File: src/rtl/swz_pkg.sv
package swz_pkg;

    typedef enum logic [2:0] {
        S_IDLE,
        S_RUN,
        S_DRAIN,
        S_FINISH,
        S_FAULT
    } swz_state_e;

    localparam logic [1:0] EW_8  = 2'd0;
    localparam logic [1:0] EW_16 = 2'd1;
    localparam logic [1:0] EW_32 = 2'd2;

    function automatic logic [1:0] ew_shift(input logic [1:0] ew);
        case (ew)
            EW_32:   return 2'd2;
            EW_16:   return 2'd1;
            default: return 2'd0;
        endcase
    endfunction

    function automatic logic [3:0] ew_strb(input logic [1:0] ew);
        case (ew)
            EW_32:   return 4'b1111;
            EW_16:   return 4'b0011;
            default: return 4'b0001;
        endcase
    endfunction

    function automatic logic [31:0] ew_mask(input logic [1:0] ew);
        case (ew)
            EW_32:   return 32'hFFFF_FFFF;
            EW_16:   return 32'h0000_FFFF;
            default: return 32'h0000_00FF;
        endcase
    endfunction

endpackage

File: src/rtl/swz_check.sv
module swz_check #(
    parameter int MAXLEN = 4,
    parameter int SELW   = 2,
    parameter int LENW   = 3
) (
    input  logic [LENW-1:0]        slen,
    input  logic [LENW-1:0]        dlen,
    input  logic [1:0]             ew,
    input  logic [MAXLEN*SELW-1:0] sel,
    output logic                   ok
);
    logic [MAXLEN-1:0] bad;

    for (genvar k = 0; k < MAXLEN; k++) begin : g_slot
        // only slots that will actually be written are validated
        assign bad[k] = (LENW'(k) < dlen) && (LENW'(sel[k*SELW +: SELW]) >= slen);
    end

    logic slen_ok, dlen_ok, ew_ok;
    assign slen_ok = (slen != '0) && (slen <= LENW'(MAXLEN));
    assign dlen_ok = (dlen != '0) && (dlen <= LENW'(MAXLEN));
    assign ew_ok   = (ew != 2'd3);
    assign ok      = slen_ok && dlen_ok && ew_ok && (bad == '0);
endmodule

File: src/rtl/swz_cursor.sv
module swz_cursor #(
    parameter int VLW  = 6,
    parameter int SELW = 2,
    parameter int LENW = 3,
    parameter int IDXW = 8
) (
    input  logic            clk,
    input  logic            rst,
    input  logic            clear,
    input  logic            step,
    input  logic [VLW-1:0]  vl,
    input  logic [LENW-1:0] slen,
    input  logic [LENW-1:0] dlen,
    output logic [SELW-1:0] slot,
    output logic [IDXW-1:0] sgrp_idx,
    output logic [IDXW-1:0] didx,
    output logic            last
);
    logic [VLW-1:0]  grp_q;
    logic [SELW-1:0] slot_q;
    logic [IDXW-1:0] sgrp_q;
    logic [IDXW-1:0] didx_q;
    logic            slot_end;
    logic            grp_end;

    assign slot_end = (LENW'(slot_q) == dlen - LENW'(1));
    assign grp_end  = (grp_q == vl - VLW'(1));

    always_ff @(posedge clk) begin
        if (rst || clear) begin
            grp_q  <= '0;
            slot_q <= '0;
            sgrp_q <= '0;
            didx_q <= '0;
        end else if (step) begin
            didx_q <= didx_q + IDXW'(1);
            if (slot_end) begin
                slot_q <= '0;
                grp_q  <= grp_q + VLW'(1);
                sgrp_q <= sgrp_q + IDXW'(slen);
            end else begin
                slot_q <= slot_q + SELW'(1);
            end
        end
    end

    assign slot     = slot_q;
    assign sgrp_idx = sgrp_q;
    assign didx     = didx_q;
    assign last     = slot_end && grp_end;
endmodule

File: src/rtl/swz_addr.sv
module swz_addr #(
    parameter int AW   = 12,
    parameter int SELW = 2,
    parameter int IDXW = 8
) (
    input  logic [AW-1:0]   src_base,
    input  logic [AW-1:0]   dst_base,
    input  logic [IDXW-1:0] sgrp_idx,
    input  logic [SELW-1:0] lane,
    input  logic [IDXW-1:0] didx,
    input  logic [1:0]      shift,
    output logic [AW-1:0]   src_addr,
    output logic [AW-1:0]   dst_addr
);
    logic [IDXW+1:0] s_off;
    logic [IDXW+1:0] d_off;

    assign s_off    = {2'b00, sgrp_idx + IDXW'(lane)} << shift;
    assign d_off    = {2'b00, didx} << shift;
    assign src_addr = src_base + AW'(s_off);
    assign dst_addr = dst_base + AW'(d_off);
endmodule

File: src/rtl/swz_engine.sv
module swz_engine #(
    parameter int AW     = 12,
    parameter int VLW    = 6,
    parameter int MAXLEN = 4,
    parameter int SELW   = $clog2(MAXLEN),
    parameter int LENW   = $clog2(MAXLEN + 1)
) (
    input  logic                   clk,
    input  logic                   rst,
    input  logic                   start,
    input  logic [VLW-1:0]         vl,
    input  logic [LENW-1:0]        src_len,
    input  logic [LENW-1:0]        dst_len,
    input  logic [1:0]             ew,
    input  logic [MAXLEN*SELW-1:0] sel,
    input  logic [AW-1:0]          src_base,
    input  logic [AW-1:0]          dst_base,
    output logic [AW-1:0]          rd_addr,
    input  logic [31:0]            rd_data,
    output logic                   wr_en,
    output logic [AW-1:0]          wr_addr,
    output logic [31:0]            wr_data,
    output logic [3:0]             wr_strb,
    output logic                   busy,
    output logic                   done,
    output logic                   err
);
    import swz_pkg::*;

    localparam int IDXW = VLW + SELW;

    swz_state_e state, nxt;

    logic                   cfg_ok;
    logic                   accept;
    logic [VLW-1:0]         vl_q;
    logic [LENW-1:0]        slen_q;
    logic [LENW-1:0]        dlen_q;
    logic [1:0]             ew_q;
    logic [MAXLEN*SELW-1:0] sel_q;
    logic [AW-1:0]          sbase_q;
    logic [AW-1:0]          dbase_q;

    logic [SELW-1:0] slot;
    logic [IDXW-1:0] sgrp_idx;
    logic [IDXW-1:0] didx;
    logic            last;
    logic [SELW-1:0] lane;
    logic [AW-1:0]   src_addr;
    logic [AW-1:0]   dst_addr;

    assign accept = (state == S_IDLE) && start;

    swz_check #(.MAXLEN(MAXLEN), .SELW(SELW), .LENW(LENW)) i_check (
        .slen (src_len),
        .dlen (dst_len),
        .ew   (ew),
        .sel  (sel),
        .ok   (cfg_ok)
    );

    // launch settings are captured once; live inputs are ignored afterwards
    always_ff @(posedge clk) begin
        if (rst) begin
            vl_q    <= '0;
            slen_q  <= LENW'(1);
            dlen_q  <= LENW'(1);
            ew_q    <= EW_8;
            sel_q   <= '0;
            sbase_q <= '0;
            dbase_q <= '0;
        end else if (accept) begin
            vl_q    <= vl;
            slen_q  <= src_len;
            dlen_q  <= dst_len;
            ew_q    <= ew;
            sel_q   <= sel;
            sbase_q <= src_base;
            dbase_q <= dst_base;
        end
    end

    swz_cursor #(.VLW(VLW), .SELW(SELW), .LENW(LENW), .IDXW(IDXW)) i_cursor (
        .clk      (clk),
        .rst      (rst),
        .clear    (accept),
        .step     (state == S_RUN),
        .vl       (vl_q),
        .slen     (slen_q),
        .dlen     (dlen_q),
        .slot     (slot),
        .sgrp_idx (sgrp_idx),
        .didx     (didx),
        .last     (last)
    );

    assign lane = sel_q[slot*SELW +: SELW];

    swz_addr #(.AW(AW), .SELW(SELW), .IDXW(IDXW)) i_addr (
        .src_base (sbase_q),
        .dst_base (dbase_q),
        .sgrp_idx (sgrp_idx),
        .lane     (lane),
        .didx     (didx),
        .shift    (ew_shift(ew_q)),
        .src_addr (src_addr),
        .dst_addr (dst_addr)
    );

    assign rd_addr = src_addr;

    // state register
    always_ff @(posedge clk) begin
        if (rst) state <= S_IDLE;
        else     state <= nxt;
    end

    // next-state decode
    always_comb begin
        nxt = state;
        unique case (state)
            S_IDLE: begin
                if (start) begin
                    if (!cfg_ok)        nxt = S_FAULT;
                    else if (vl == '0)  nxt = S_FINISH;
                    else                nxt = S_RUN;
                end
            end
            S_RUN:    if (last) nxt = S_DRAIN;
            S_DRAIN:  nxt = S_FINISH;
            S_FINISH: nxt = S_IDLE;
            S_FAULT:  nxt = S_IDLE;
            default:  nxt = S_IDLE;
        endcase
    end

    // write port: one registered scalar per run cycle
    always_ff @(posedge clk) begin
        if (rst) begin
            wr_en   <= 1'b0;
            wr_addr <= '0;
            wr_data <= '0;
            wr_strb <= '0;
        end else begin
            wr_en <= (state == S_RUN);
            if (state == S_RUN) begin
                wr_addr <= dst_addr;
                wr_data <= rd_data & ew_mask(ew_q);
                wr_strb <= ew_strb(ew_q);
            end
        end
    end

    // status outputs
    always_comb begin
        busy = (state != S_IDLE);
        done = 1'b0;
        err  = 1'b0;
        unique case (state)
            S_FINISH: done = 1'b1;
            S_FAULT: begin
                done = 1'b1;
                err  = 1'b1;
            end
            default: ;
        endcase
    end
endmodule

File: config.mk
export PLATFORM = sky130hd
export DESIGN_NAME = swz_engine
export DESIGN_NICKNAME = d
export VERILOG_FILES = /design/src/rtl/swz_pkg.sv /design/src/rtl/swz_check.sv /design/src/rtl/swz_cursor.sv /design/src/rtl/swz_addr.sv /design/src/rtl/swz_engine.sv
export SDC_FILE = /design/constraint.sdc
export NUM_CORES = 1
export LEC_CHECK = 0
export BUFFER_PORTS_ARGS = -buffer_cell sky130_fd_sc_hd__buf_2
export CAP_MARGIN = 40
export CORE_MARGIN = 2
export CORE_UTILIZATION = 40
export CTS_BUF_LIST = sky130_fd_sc_hd__clkbuf_2 sky130_fd_sc_hd__clkbuf_4 sky130_fd_sc_hd__clkbuf_8
export DETAILED_ROUTE_END_ITERATION = 8
export PLACE_DENSITY_LB_ADDON = 0.15
export SLEW_MARGIN = 10
export SYNTH_ARGS = -nofsm -noshare
export SYNTH_HDL_FRONTEND = slang
export SYNTH_SLANG_ARGS = --single-unit
File: constraint.sdc
create_clock -name clk -period 4.37 [get_ports clk]
set_clock_uncertainty 0.05 [all_clocks]
set_input_delay 0.874 -clock clk [delete_from_list [all_inputs] [get_ports clk]]
set_output_delay 0.874 -clock clk [all_outputs]
set_load 0.01 [all_outputs]
Word level (Yosys, flattened, before mapping)
Cells that the tools add are included.

$add $sub $neg: 9. Magnitude comparators: 10. Equal/unequal tests: 11. Shift-type cells: 3. Multiplexer cells: 13. Bitwise logic cells: 1. Reductions and logical operators: 21.

Operators by type and width (count): 32-bit two-way mux (2); 32-bit one-hot mux with 2 select lines (1); 32-bit AND (1); 12-bit by 10-bit adder with 12-bit output (2); 8-bit by 2-bit << shifter with 10-bit output (2); 2-bit by 3-bit greater-or-equal comparator with 1-bit output (4); 1-bit logical AND (11); 3-bit two-way mux (3); 3-bit one-hot mux with 3 select lines (1); 3-bit nonzero test (3); 8-bit by 1-bit adder with 8-bit output (second input constant) (1); 8-bit by 2-bit adder with 8-bit output (1); 8-bit by 3-bit adder with 8-bit output (1); 4-bit one-hot mux with 2 select lines (1); 8-bit by 4-bit indexed part select with 2-bit output (1); 6-bit by 1-bit adder with 6-bit output (second input constant) (1); 3-bit by 2-bit == test with 1-bit output (second input constant) (2); 6-bit == test (1); 3-bit less-or-equal comparator (second input constant) (2); 6-bit zero test (1); 1-bit by 3-bit < comparator with 1-bit output (first input constant) (2); 2-bit by 3-bit < comparator with 1-bit output (first input constant) (2); 2-bit != test (second input constant) (3); 6-bit by 1-bit subtractor with 6-bit output (second input constant) (1); 15 further kinds (18).

Flip-flop bits (word level): 122. Output and inout port bits: 64. Logic and storage cells: 84.

Longest topological paths before layout
Gate-level depths: netlist of the first run.

Depth after elaboration: 8. Depth in mapped cells: 16.

Modules after synthesis
From an unflattened synthesis of the first run, not the netlist that was laid out.

Cells, all modules: 847. Area total of the unflattened synthesis: 6841.6 um2.

By module, submodules not included: swz_engine (instances 1, cells each 437, area each 3628.5 um2, sequential area each 1941.9 um2); swz_addr (instances 1, cells each 225, area each 1636.6 um2, sequential area each 0.0 um2); swz_cursor (instances 1, cells each 151, area each 1316.3 um2, sequential area each 480.5 um2); swz_check (instances 1, cells each 34, area each 260.2 um2, sequential area each 0.0 um2).

Least setup slack after synthesis of the first run
No wires, ideal clock.

Path kind: flip-flop to output port. From: register i_cursor.slot_q[0] (netlist: i_cursor.slot[0]). To: output rd_addr[9]. Data arrival time: 3.978 ns. Data required time: 3.446 ns. Slack: -0.532 ns. Stages on the path, launching flop included: 17. Path through: dfxtp_1 -> clkbuf_1 -> mux4_2 -> ha_1 -> fa_1 -> and3_1 -> clkbuf_1 -> mux2_2 -> o32ai_1 -> a31o_2 -> mux2i_1 -> ha_1 -> o21a_1 -> o21ai_0 -> o311ai_0 -> nor2_1 -> xnor2_1.

Longest elaborated chain between the ends: 4.

RTL lines: start: declaration (line swz_cursor.sv:20) `logic [SELW-1:0] slot_q;`; start signal: assignment (line swz_cursor.sv:42) `slot_q <= slot_q + SELW'(1);`; 8-bit by 4-bit indexed part select with 2-bit output (line swz_engine.sv:97) `assign lane = sel_q[slot*SELW +: SELW];`; 8-bit by 2-bit adder with 8-bit output (line swz_addr.sv:18) `assign s_off = {2'b00, sgrp_idx + IDXW'(lane)} << shift;`; 8-bit by 2-bit << shifter with 10-bit output (line swz_addr.sv:18); 12-bit by 10-bit adder with 12-bit output (line swz_addr.sv:20) `assign src_addr = src_base + AW'(s_off);`; end: declaration (line swz_engine.sv:18) `output logic [AW-1:0] rd_addr,`.

No other way between the ends.

Worst setup path after layout of the first run
From: register i_cursor.slot_q[0] (netlist: i_cursor.slot[0]). To: output rd_addr[11].

Same word-level chain as after synthesis.

==> results_dict.tcl, run 1 <==
set metrics [dict create \
    fp-row-count 46 \
    layout_min_cycle_time_ns 4.812 \
    vias_in_the_first_global_route 5498 \
    timing.critical_path.arrival_ns 3.89 \
    final_util_pct 51.39 \
    timing.final.setup_violations 8 \
    detailed_route_drc_error_count 0 \
    worst_slew_margin_rel_pct 46.09 \
    crit-reg2reg-launch "ew_q[1]" \
    final_hold_viol_count 0 \
    worstPathCellList "mux4_2 -> ha_4 -> fa_2 -> and3_4 -> mux2_4 -> o32ai_2 -> a31o_2 -> mux2i_4 -> ha_4 -> o21a_1 -> o21ai_2 -> o311ai_4 -> nand3_1 -> o211ai_1 -> buf_2" \
    dr.pass1.iters 4 \
    gr-usage-met2_pct 30.98 \
    totalWireLength_mm 16.74 \
    grt_pass1_wl_mm 27.61 \
    period_share_pct 110.1 \
    worst-slew-pin-transition_ns 0.8086 \
    die_x_um 131.8 \
    finalMaxSlewViolations 0 \
    synth_nets 903 \
    detail_route.iter0.violations 357 \
    synth_area_leader_cell "sky130_fd_sc_hd__dfxtp_1" \
    post_route_cells_drive_above_1_share_pct 27.12 \
    cp.required_ns 3.45 \
    startpoint_types "flip-flop" \
    placed_cell_area_sq_um 7632 \
    synth.ff_latch_count 121 \
    grt.total_usage_pct 19.45 \
    timing.reg2reg.worst_path_depth 10 \
    run_status "finished, violations left" \
    power.static_leakage_nw 3.665 \
    synthFlopType "sky130_fd_sc_hd__dfxtp_1" \
    worst_hold_startpoint "wr_data[29]" \
    whs_ns 0.3963 \
    max_clock_freq_ghz 0.2078 \
    vias 5965 \
    critical_path_class "flip-flop to output pin" \
    cts.path.max_buffers 2 \
    min_path_cells 2 \
    clock_latency_ns 0.44 \
    clk_pin_slew_worst_paths_ns 0.08 \
    max_stage_delay_ns 0.52 \
    timing.critical_path.mode_cell "sky130_fd_sc_hd__ha_4" \
    area_growth_syn_to_layout_pct 25.39 \
    design.die.area_sq_um 17370 \
    met1_use_gr_pct 26.84 \
    syn_area_sq_um 6534 \
    synthTopCellsByCount "sky130_fd_sc_hd__dfxtp_1, sky130_fd_sc_hd__nand2_1, sky130_fd_sc_hd__a21oi_1" \
    grt_setup_unrepaired "true" \
    min-delay-path-class "flip-flop to flip-flop" \
    hold_path_end "wr_data[29]" \
    clockRootBuffer "sky130_fd_sc_hd__clkbuf_8" \
    synth_seq_area_share_pct 37.07 \
    critical_path.slowest_cell "sky130_fd_sc_hd__mux4_2" \
    grt_util_met3_pct 4.614 \
    rr_endpoint "wr_addr[9]" \
    worst-path-buf-inv 1 \
    route.antenna.remaining_nets 0 \
    grt_overflow_total 0 \
    post_synth_edffs 0 \
    synth_top_cells_by_area "sky130_fd_sc_hd__dfxtp_1, sky130_fd_sc_hd__ha_1, sky130_fd_sc_hd__nand2_1, sky130_fd_sc_hd__a21oi_1, sky130_fd_sc_hd__a22o_1" \
    grt_max_degree 57 \
    die_h_um 131.8 \
    irDropWorstVdd_v 0.0004342 \
    ctsHtreeMaxLevel 4 \
    yosys_warnings 0 \
    post-synth-top-area-fraction_pct 37.07 \
    grt_antenna_before_repair 0 \
    tritoncts "yes" \
    cts.sinks 121 \
    asyncSetResetFlopFracSynth_pct 0 \
    final.setup.worst_slack_ns -0.4422 \
    synth_cell_type_count 61 \
    drv.max_cap_violation_count 0 \
    reg2reg_setup_slack_ns 0.84 \
    floorplan.initialDensity_pct 40.98 \
    core_area_sq_um 15940 \
    routedWlPerCell_um 14.43 \
    tritoncts.num_buffers 17 \
    grt_most_used_layer "met2" \
    detail_placement_hpwl_mm 12.02 \
    post-layout-total-power_mw 3.478 \
    floorplan.io_pins 145 \
    stdcell_area_sq_um 8193 \
    diodes 0 \
    synth_area_per_cell_sq_um 8.398 \
    worst-path-max-fanout 4 \
    post_drt_via_cell_ratio 5.142 \
    critical_path.top_delay_family "multiplexers" \
    p_per_area_nw_per_um2 424.5 \
    num-fill-cells 1585 \
    timing.critical_path.to_type "output pin" \
    postSynthCellCount 778 \
    gp_congestion 0.8293 \
    synthMostInstantiatedCell "sky130_fd_sc_hd__dfxtp_1" \
    final_nets 1056 \
    io_port_bufs 144 \
    violations_in_the_final_reports "negative setup slack" \
]
## worst min-delay path, delay by kind of cell (launching register included)
kind / cells / cell delay (ns)
DFF: 1 / 0.31
and+or+nand+nor: 1 / 0.05
AOI/OAI and AO/OA: 1 / 0.05
## state kept, by name (all words and copies together) (netlist names)
register / flops
i_cursor.sgrp_idx: 8
wr_addr: 12
wr_data: 32
vl_q: 6
slen_q: 3
i_cursor.slot: 2
dlen_q: 3
i_cursor.grp_q: 6
sbase_q: 12
dbase_q: 12
ew_q: 2
sel_q: 8
wr_en: 1
state: 3
wr_strb: 3
i_cursor.didx: 8
## cells by family after synthesis
logic type | count (synthesis) | synth area share [%]
AOI/OAI and AO/OA | 211 | 21.16
and+or+nand+nor | 266 | 19.78
muxes | 18 | 3.370
adders and majority gates | 44 | 8.886
DFF | 121 | 37.07
buffers and inverters | 82 | 4.902
xor gates and xnor gates | 36 | 4.826
## metal layers
layer / part of all wire, % / up-vias
met3: 3.9 / 18
met4: 1.1 / 0
met1: 49 / 2755
met2: 46 / 102
met5: 0 / -
li1: - / 3090
## power by group
part	switching, mW	internal [mW]	leakage, nW	total, mW
clock network	0.482	0.457	0.187	0.940
logic	0.684	0.491	2.49	1.17
registers	0.111	1.25	0.984	1.36
## layout by cell type (no fill, tap or decap), drive strengths merged, types with 12 or more instances in the layout
cell    instances
a21oi          67
xor2           20
ha             40
nand2          96
o21ai          37
nand3          35
nand3b         12
mux2i          13
a22o           31
inv            36
nor3           14
nor2           51
buf           181
clkbuf         18
a21o           14
xnor2          16
dfxtp         121
## how the worst max path moves through the flow
stage	slack, ns	end	from	cells after the start
finish	-0.44	rd_addr[11]	i_cursor.slot[0]	15
global route	-0.66	rd_addr[11]	i_cursor.slot[0]	15
CTS	-0.47	rd_addr[11]	i_cursor.slot[0]	15
detailed placement	-0.09	rd_addr[9]	i_cursor.slot[0]	15
global placement	-0.08	rd_addr[9]	i_cursor.slot[0]	15
floorplan	-0.09	rd_addr[9]	i_cursor.slot[0]	16
## repair_timing
| action | in CTS | in global routing |
|---|---|---|
| pin swaps | 19 | 11 |
| buffers inserted | 5 | 2 |
| setup endpoints to repair | 9 | 9 |
| hold buffers | 0 | 0 |
| resized for setup | 17 | 14 |
## metrics by stage
| step | setup WS, ns | std cells | TNS, ns |
|---|---|---|---|
| after global routing | -0.6641 | 1160 | -4.179 |
| after detailed placement | -0.09213 | 1121 | -0.3061 |
| after CTS | -0.4657 | 1158 | -2.615 |
| final | -0.4422 | 1160 | -2.469 |
| after global placement | -0.07908 | 1119 | -0.2088 |
| after floorplan | -0.09395 | 778 | -0.09395 |
## area by class of cell
type                       instances  area (sq um)  area share (%)
multi-input combinational        575          3980           48.58
clock buffer                      18         241.5           2.947
sequential                       121          2424           29.58
timing repair buffer             181          1020           12.45
tap                              216         270.3           3.299
inverter                          35         131.4           1.604
clock inverter                    14         126.4           1.542
(Power assumes the default switching activity.)
==> run 2, diff against run 1 <==
--- a/config.mk
+++ b/config.mk
@@ -7,8 +7,10 @@
 export LEC_CHECK = 0
 export BUFFER_PORTS_ARGS = -buffer_cell sky130_fd_sc_hd__buf_2
 export CAP_MARGIN = 40
+export CELL_PAD_IN_SITES_DETAIL_PLACEMENT = 1
+export CELL_PAD_IN_SITES_GLOBAL_PLACEMENT = 1
 export CORE_MARGIN = 2
-export CORE_UTILIZATION = 40
+export CORE_UTILIZATION = 38
 export CTS_BUF_LIST = sky130_fd_sc_hd__clkbuf_2 sky130_fd_sc_hd__clkbuf_4 sky130_fd_sc_hd__clkbuf_8
 export DETAILED_ROUTE_END_ITERATION = 8
 export PLACE_DENSITY_LB_ADDON = 0.15
==> results_dict.tcl, run 2 (synthesized netlist as in run 1, its figures left out) <==
set metrics [dict create \
    run_status "finished, violations left" \
    violations_in_the_final_reports "negative setup slack" \
    dr.pass1.iters 4 \
    multiInputGateArea_sq_um 4068 \
    fp-row-count 47 \
    worst_slew_margin_rel_pct 55.74 \
    most-common-layout-cells "sky130_fd_sc_hd__buf_2, sky130_fd_sc_hd__dfxtp_1, sky130_fd_sc_hd__nand2_1, sky130_fd_sc_hd__a21oi_1, sky130_fd_sc_hd__nor2_1" \
    power.static_leakage_nw 3.687 \
    critical_path.slowest_cell "sky130_fd_sc_hd__mux4_2" \
    dp_cells 1126 \
    whs_ns 0.4004 \
    tns_ns -3.155 \
    final.setup.worst_slack_ns -0.5407 \
    tritoncts.num_buffers 17 \
    crit-reg2reg-launch "ew_q[0]" \
    largest_register_ffs 32 \
    max_flop_register "wr_data" \
    grt_max_degree 57 \
    final_hold_viol_count 0 \
    die_x_um 135.1 \
    p_per_area_nw_per_um2 424.0 \
    area_growth_syn_to_layout_pct 27.96 \
    gp_congestion 0.8368 \
    irDropWorstVdd_v 0.0003286 \
    period_share_pct 112.4 \
    layout_min_cycle_time_ns 4.911 \
    vias_in_the_first_global_route 6766 \
    timing.critical_path.arrival_ns 3.99 \
    num-fill-cells 2056 \
    floorplan.io_pins 145 \
    design.die.area_sq_um 18260 \
    worst-path-max-fanout 3 \
    totalWireLength_mm 19.88 \
    timing.final.setup_violations 8 \
    grt.total_usage_pct 22.24 \
    drv.max_cap_violation_count 0 \
    finalNonFillerCells 1170 \
    placed_cell_area_sq_um 7647 \
    post_route_cells_drive_above_1_share_pct 29.05 \
    clk_pin_slew_worst_paths_ns 0.08 \
    cts.path.max_buffers 2 \
    layout.area.seq_sq_um 2424 \
    worst_hold_startpoint "wr_data[23]" \
    critical_path.top_delay_family "multiplexers" \
    detail_placement_hpwl_mm 14.44 \
    critical_path_class "flip-flop to output pin" \
    startpoint_types "flip-flop" \
    detail_route.iter0.violations 333 \
    min-delay-path-class "flip-flop to flip-flop" \
    gr-usage-met2_pct 39.51 \
    timing.critical_path.to_type "output pin" \
    final_util_pct 50.06 \
    grt_overflow_total 0 \
    worst-slew-pin-transition_ns 0.6584 \
    stdcell_area_sq_um 8361 \
    timing.critical_path.mode_cell "sky130_fd_sc_hd__ha_4" \
    grt_antenna_before_repair 0 \
    final_nets 1063 \
    worstPathCellList "mux4_2 -> ha_4 -> fa_2 -> and3_4 -> mux2_4 -> o32ai_2 -> a31o_2 -> mux2i_4 -> ha_4 -> buf_4 -> nand2_1 -> a21o_1 -> a21oi_2 -> xor2_1 -> buf_2" \
    reg2reg_setup_slack_ns 1.06 \
    grt_most_used_layer "met2" \
    timing.critical_path.depth 15 \
    finalMaxSlewViolations 0 \
    io_port_bufs 144 \
    grt_pass1_wl_mm 32.73 \
    detailed_route_drc_error_count 0 \
    ctsHtreeMaxLevel 4 \
    core_area_sq_um 16700 \
    cts.sinks 121 \
    timing.reg2reg.worst_path_depth 11 \
    route.antenna.remaining_nets 0 \
    max_clock_freq_ghz 0.2036 \
    clock_latency_ns 0.44 \
    vias 6328 \
    floorplan.initialDensity_pct 39.12 \
    endpoint "rd_addr[8]" \
    mostFrequentLayoutCell "sky130_fd_sc_hd__buf_2" \
    diodes 0 \
    worst-path-buf-inv 2 \
    met1_use_gr_pct 27.23 \
    grt_util_met3_pct 4.880 \
    cp.required_ns 3.45 \
    grt_setup_unrepaired "true" \
    clockRootBuffer "sky130_fd_sc_hd__clkbuf_8" \
    tritoncts "yes" \
    rr_endpoint "wr_addr[11]" \
    cp-startpoint "i_cursor.slot[0]" \
    die_h_um 135.1 \
    routedWlPerCell_um 16.99 \
    max_stage_delay_ns 0.53 \
    ctsHoldBuffers 0 \
    post_drt_via_cell_ratio 5.409 \
]
## run 2: power breakdown
part,switching (mW),internal (mW),total [mW]
Sequential,0.118,1.25,1.37
Clock,0.468,0.480,0.947
Combinational,0.722,0.505,1.23
Total,1.31,2.24,3.55
## run 2: layout make-up
type                    instances  share of cell area [%]
clock buffers                  20                   3.218
inverters                      35                   1.571
flip-flops and latches        121                   28.99
repair buffers                188                   13.08
clock inverters                11                   1.197
well taps                     220                   3.292
multi-input cells             575                   48.65
## run 2: tightest hold or removal path, delay by kind of cell (launching register included)
family,cells,cell delay (ns)
AO/OA/AOI/OAI,1,0.05
AND/OR/NAND/NOR,1,0.05
flip-flops,1,0.31
## run 2: worst min path at each step
| stage | to | cells past startpoint |
|---|---|---|
| after CTS | wr_data[23] | 2 |
| after global routing | wr_data[23] | 2 |
| final | wr_data[23] | 2 |
| after floorplan | sel_q[4] | 2 |
| after global placement | wr_data[21] | 2 |
| after detailed placement | wr_data[23] | 2 |
## run 2: layer usage
metal	wire length (um)	vias up	share of wire [%]
li1	-	3093	-
met2	10160	117	51
met4	189	0	0.95
met3	771	19	3.9
met5	0	-	0
met1	8766	3099	44
## run 2: through the flow
stage,power (mW),setup WS [ns]
3_3_place_gp,2.503,-0.08682
5_1_grt,3.794,-0.6942
2_1_floorplan,2.139,-0.09395
4_1_cts,3.559,-0.5303
6_report,3.545,-0.5407
3_5_place_dp,2.568,-0.1890
## run 2: repair_timing
| item | in CTS | in global routing |
|---|---|---|
| pin swaps | 18 | 27 |
| resized for setup | 25 | 27 |
| setup endpoints to repair | 9 | 10 |
| gates cloned | 0 | 0 |
| buffers inserted | 7 | 5 |
==> run 3, diff against run 2 <==
--- a/config.mk
+++ b/config.mk
@@ -13,8 +13,9 @@
 export CORE_UTILIZATION = 38
 export CTS_BUF_LIST = sky130_fd_sc_hd__clkbuf_2 sky130_fd_sc_hd__clkbuf_4 sky130_fd_sc_hd__clkbuf_8
 export DETAILED_ROUTE_END_ITERATION = 8
-export PLACE_DENSITY_LB_ADDON = 0.15
+export PLACE_DENSITY_LB_ADDON = 0.3
 export SLEW_MARGIN = 10
 export SYNTH_ARGS = -nofsm -noshare
 export SYNTH_HDL_FRONTEND = slang
+export SYNTH_HIERARCHICAL = 1
 export SYNTH_SLANG_ARGS = --single-unit
==> results_dict.tcl, run 3 <==
set metrics [dict create \
    run_status "finished, violations left" \
    violations_in_the_final_reports "negative setup slack" \
    yosys_warnings 6 \
    design.die.area_sq_um 19090 \
    gp_congestion 0.8567 \
    grt_max_degree 52 \
    die_x_um 138.2 \
    die_h_um 138.2 \
    timing.final.setup_violations 9 \
    p_per_area_nw_per_um2 306.2 \
    max_flop_register "wr_data" \
    detailed_route_drc_error_count 0 \
    timing.reg2reg.worst_path_depth 12 \
    synth_area_per_cell_sq_um 8.077 \
    max_clock_freq_ghz 0.1991 \
    cts.path.max_buffers 2 \
    clock_latency_ns 0.45 \
    critical_path.slowest_cell "sky130_fd_sc_hd__mux4_2" \
    layout_min_cycle_time_ns 5.022 \
    detail_placement_hpwl_mm 13.98 \
    finalMaxSlewViolations 0 \
    dr.pass1.iters 4 \
    synth_area_leader_cell "sky130_fd_sc_hd__dfxtp_1" \
    worstPathCellList "mux4_2 -> ha_4 -> fa_2 -> buf_4 -> xor2_2 -> mux2i_1 -> o22ai_1 -> ha_2 -> o211ai_2 -> o21ai_2 -> a31oi_2 -> or4_1 -> nand3_2 -> buf_6" \
    startpoint_types "flip-flop" \
    cp.required_ns 3.45 \
    clk_pin_slew_worst_paths_ns 0.08 \
    grt_setup_unrepaired "true" \
    asyncSetResetFlopFracSynth_pct 0 \
    timing.critical_path.arrival_ns 4.10 \
    synthTopCellsByCount "sky130_fd_sc_hd__nand2_1, sky130_fd_sc_hd__a21oi_1, sky130_fd_sc_hd__dfxtp_1" \
    cp-startpoint "i_cursor/slot[0]" \
    core_area_sq_um 17840 \
    num-fill-cells 2228 \
    synth_cell_type_count 65 \
    drv.max_cap_violation_count 0 \
    synthFlopType "sky130_fd_sc_hd__dfxtp_1" \
    post-layout-total-power_mw 2.609 \
    synth_top_cells_by_area "sky130_fd_sc_hd__dfxtp_1, sky130_fd_sc_hd__nand2_1, sky130_fd_sc_hd__a21oi_1, sky130_fd_sc_hd__ha_1, sky130_fd_sc_hd__xnor2_1" \
    tritoncts "yes" \
    final_hold_viol_count 0 \
    worst_slew_margin_rel_pct 59.08 \
    grt_overflow_total 0 \
    worst-path-buf-inv 2 \
    syn_area_sq_um 6842 \
    irDropWorstVdd_v 0.0001623 \
    fp-row-count 49 \
    post_synth_edffs 0 \
    clockRootBuffer "sky130_fd_sc_hd__clkbuf_8" \
    synth_nets 973 \
    multiInputGateArea_sq_um 4228 \
    postSynthCellCount 847 \
    reg2reg_setup_slack_ns 0.92 \
    tritoncts.num_buffers 17 \
    grt_pass1_wl_mm 32.06 \
    final_nets 1128 \
    floorplan.io_pins 145 \
    min_path_cells 2 \
    post_route_cells_drive_above_1_share_pct 28.67 \
    post_drt_via_cell_ratio 5.185 \
    crit-reg2reg-launch "ew_q[1]" \
    power.static_leakage_nw 3.692 \
    largest_register_ffs 32 \
    whs_ns 0.4043 \
    route.layer.met1.wl_mm 9.311 \
    totalWireLength_mm 19.83 \
    area_growth_syn_to_layout_pct 24.52 \
    most-common-layout-cells "sky130_fd_sc_hd__nand2_1, sky130_fd_sc_hd__buf_2, sky130_fd_sc_hd__dfxtp_1, sky130_fd_sc_hd__a21oi_1, sky130_fd_sc_hd__nor2_1" \
    detail_route.iter0.violations 248 \
    post-synth-top-area-fraction_pct 35.41 \
    route.antenna.remaining_nets 0 \
    layout.area.seq_sq_um 2426 \
    critical_path.top_delay_family "adder cells" \
    period_share_pct 114.9 \
    grt.total_usage_pct 20.15 \
    cts.sinks 121 \
    dr_wl_met2_mm 9.668 \
    ctsHtreeMaxLevel 4 \
    mostFrequentLayoutCell "sky130_fd_sc_hd__nand2_1" \
    worst-slew-pin-transition_ns 0.6138 \
    final.setup.worst_slack_ns -0.6516 \
    routed-wl-met3_um 602 \
    floorplan.initialDensity_pct 38.35 \
    timing.critical_path.to_type "output pin" \
    timing.critical_path.depth 14 \
    routedWlPerCell_um 15.92 \
    max_stage_delay_ns 0.52 \
    grt_antenna_before_repair 1 \
    critical_path_class "flip-flop to output pin" \
    worst-path-max-fanout 3 \
    vias 6455 \
    top_signal_layer_used "met4" \
    synthMostInstantiatedCell "sky130_fd_sc_hd__nand2_1" \
    synth_seq_area_share_pct 35.41 \
    io_port_bufs 144 \
    vias_in_the_first_global_route 6409 \
    endpoint "rd_addr[11]" \
    min-delay-path-class "flip-flop to flip-flop" \
    rr_endpoint "wr_addr[11]" \
    synth.ff_latch_count 121 \
]
## run 3: changes by cell type in the layout (fill, tap and decap cells not counted), moves of 7 or more
cell | before | now
sky130_fd_sc_hd__o21ai_0 | 32 | 15
sky130_fd_sc_hd__or3_1 | 4 | 11
sky130_fd_sc_hd__nand3_1 | 35 | 22
sky130_fd_sc_hd__nand2_1 | 95 | 167
sky130_fd_sc_hd__a22o_1 | 31 | 1
sky130_fd_sc_hd__a21oi_1 | 59 | 119
sky130_fd_sc_hd__nand2_2 | 1 | 11
sky130_fd_sc_hd__a21oi_2 | 7 | 16
sky130_fd_sc_hd__inv_6 | 0 | 7
## run 3: cell families (layout without fill, tap and decap cells)
family | after synthesis | count (layout) | synth area share, %
and+or+nand+nor | 326 | 326 | 22.20
other | 0 | 1 | 0
muxes | 21 | 21 | 3.822
buffers and inverters | 79 | 247 | 5.468
adders and majority gates | 46 | 46 | 8.833
AOI/OAI and AO/OA | 213 | 213 | 18.91
xor gates and xnor gates | 41 | 41 | 5.359
DFF | 121 | 121 | 35.41
## run 3: routing by layer
metal	GRT usage, %	up-vias
met4	6.713	0
met5	0	-
met1	26.28	3088
met2	33.77	109
met3	3.672	16
li1	-	3242
## run 3: final cells by class
cell class	instances	share of cell area (%)
Multi-Input combinational cell	647	49.63
Sequential cell	121	28.48
Timing Repair Buffer	185	12.63
Tap cell	229	3.363
Clock buffer	17	2.746
Clock inverter	15	1.806
Inverter	30	1.322
Antenna cell	1	0.02937
## run 3: report_power, final
group / switching [mW] / total (mW) / internal, mW
clock: 0.533 / 1.00 / 0.470
sequential: 0.0353 / 1.18 / 1.14
combinational: 0.247 / 0.428 / 0.181
total: 0.816 / 2.61 / 1.79
## run 3: through the flow
stage	setup WS, ns	TNS, ns	instance area, sq um	cells	util (%)
3_5_place_dp	-0.1211	-0.4043	7911	1205	44.34
6_report	-0.6516	-3.693	8519	1245	47.75
2_1_floorplan	-0.006920	-0.006920	6888	847	-
3_3_place_gp	-0.1008	-0.2377	7884	1204	44.19
4_1_cts	-0.6046	-3.207	8383	1238	46.99
5_1_grt	-0.9048	-6.055	8519	1245	47.75
## run 3: how the worst min path moves through the flow
stage / start / endpoint / slack [ns]
2_1_floorplan: sel_q[4] / sel_q[4] / 0.38
3_3_place_gp: wr_data[11] / wr_data[11] / 0.39
3_5_place_dp: wr_data[5] / wr_data[5] / 0.39
4_1_cts: wr_data[5] / wr_data[5] / 0.41
6_report: wr_data[0] / wr_data[0] / 0.40
5_1_grt: wr_data[11] / wr_data[11] / 0.43
## run 3: worst reg2reg max path, cell delays in order (launching register included)
cell and delay [ns]:
sky130_fd_sc_hd__dfxtp_1 0.34, sky130_fd_sc_hd__inv_1 0.06, sky130_fd_sc_hd__ha_1 0.45, sky130_fd_sc_hd__buf_4 0.30, sky130_fd_sc_hd__mux4_2 0.53, sky130_fd_sc_hd__ha_1 0.35, sky130_fd_sc_hd__o211ai_1 0.11, sky130_fd_sc_hd__o21ai_0 0.29
sky130_fd_sc_hd__a31oi_1 0.22, sky130_fd_sc_hd__or3_1 0.40, sky130_fd_sc_hd__nand3_1 0.09, sky130_fd_sc_hd__nand2_1 0.05, sky130_fd_sc_hd__a21oi_1 0.14
## run 3: what timing repair did
| item | 4_1_cts | 5_1_grt |
|---|---|---|
| setup endpoints to repair | 9 | 10 |
| buffers inserted | 1 | 6 |
| pin swaps | 5 | 9 |
| hold buffers | 0 | 0 |
| gates resized for setup | 19 | 21 |
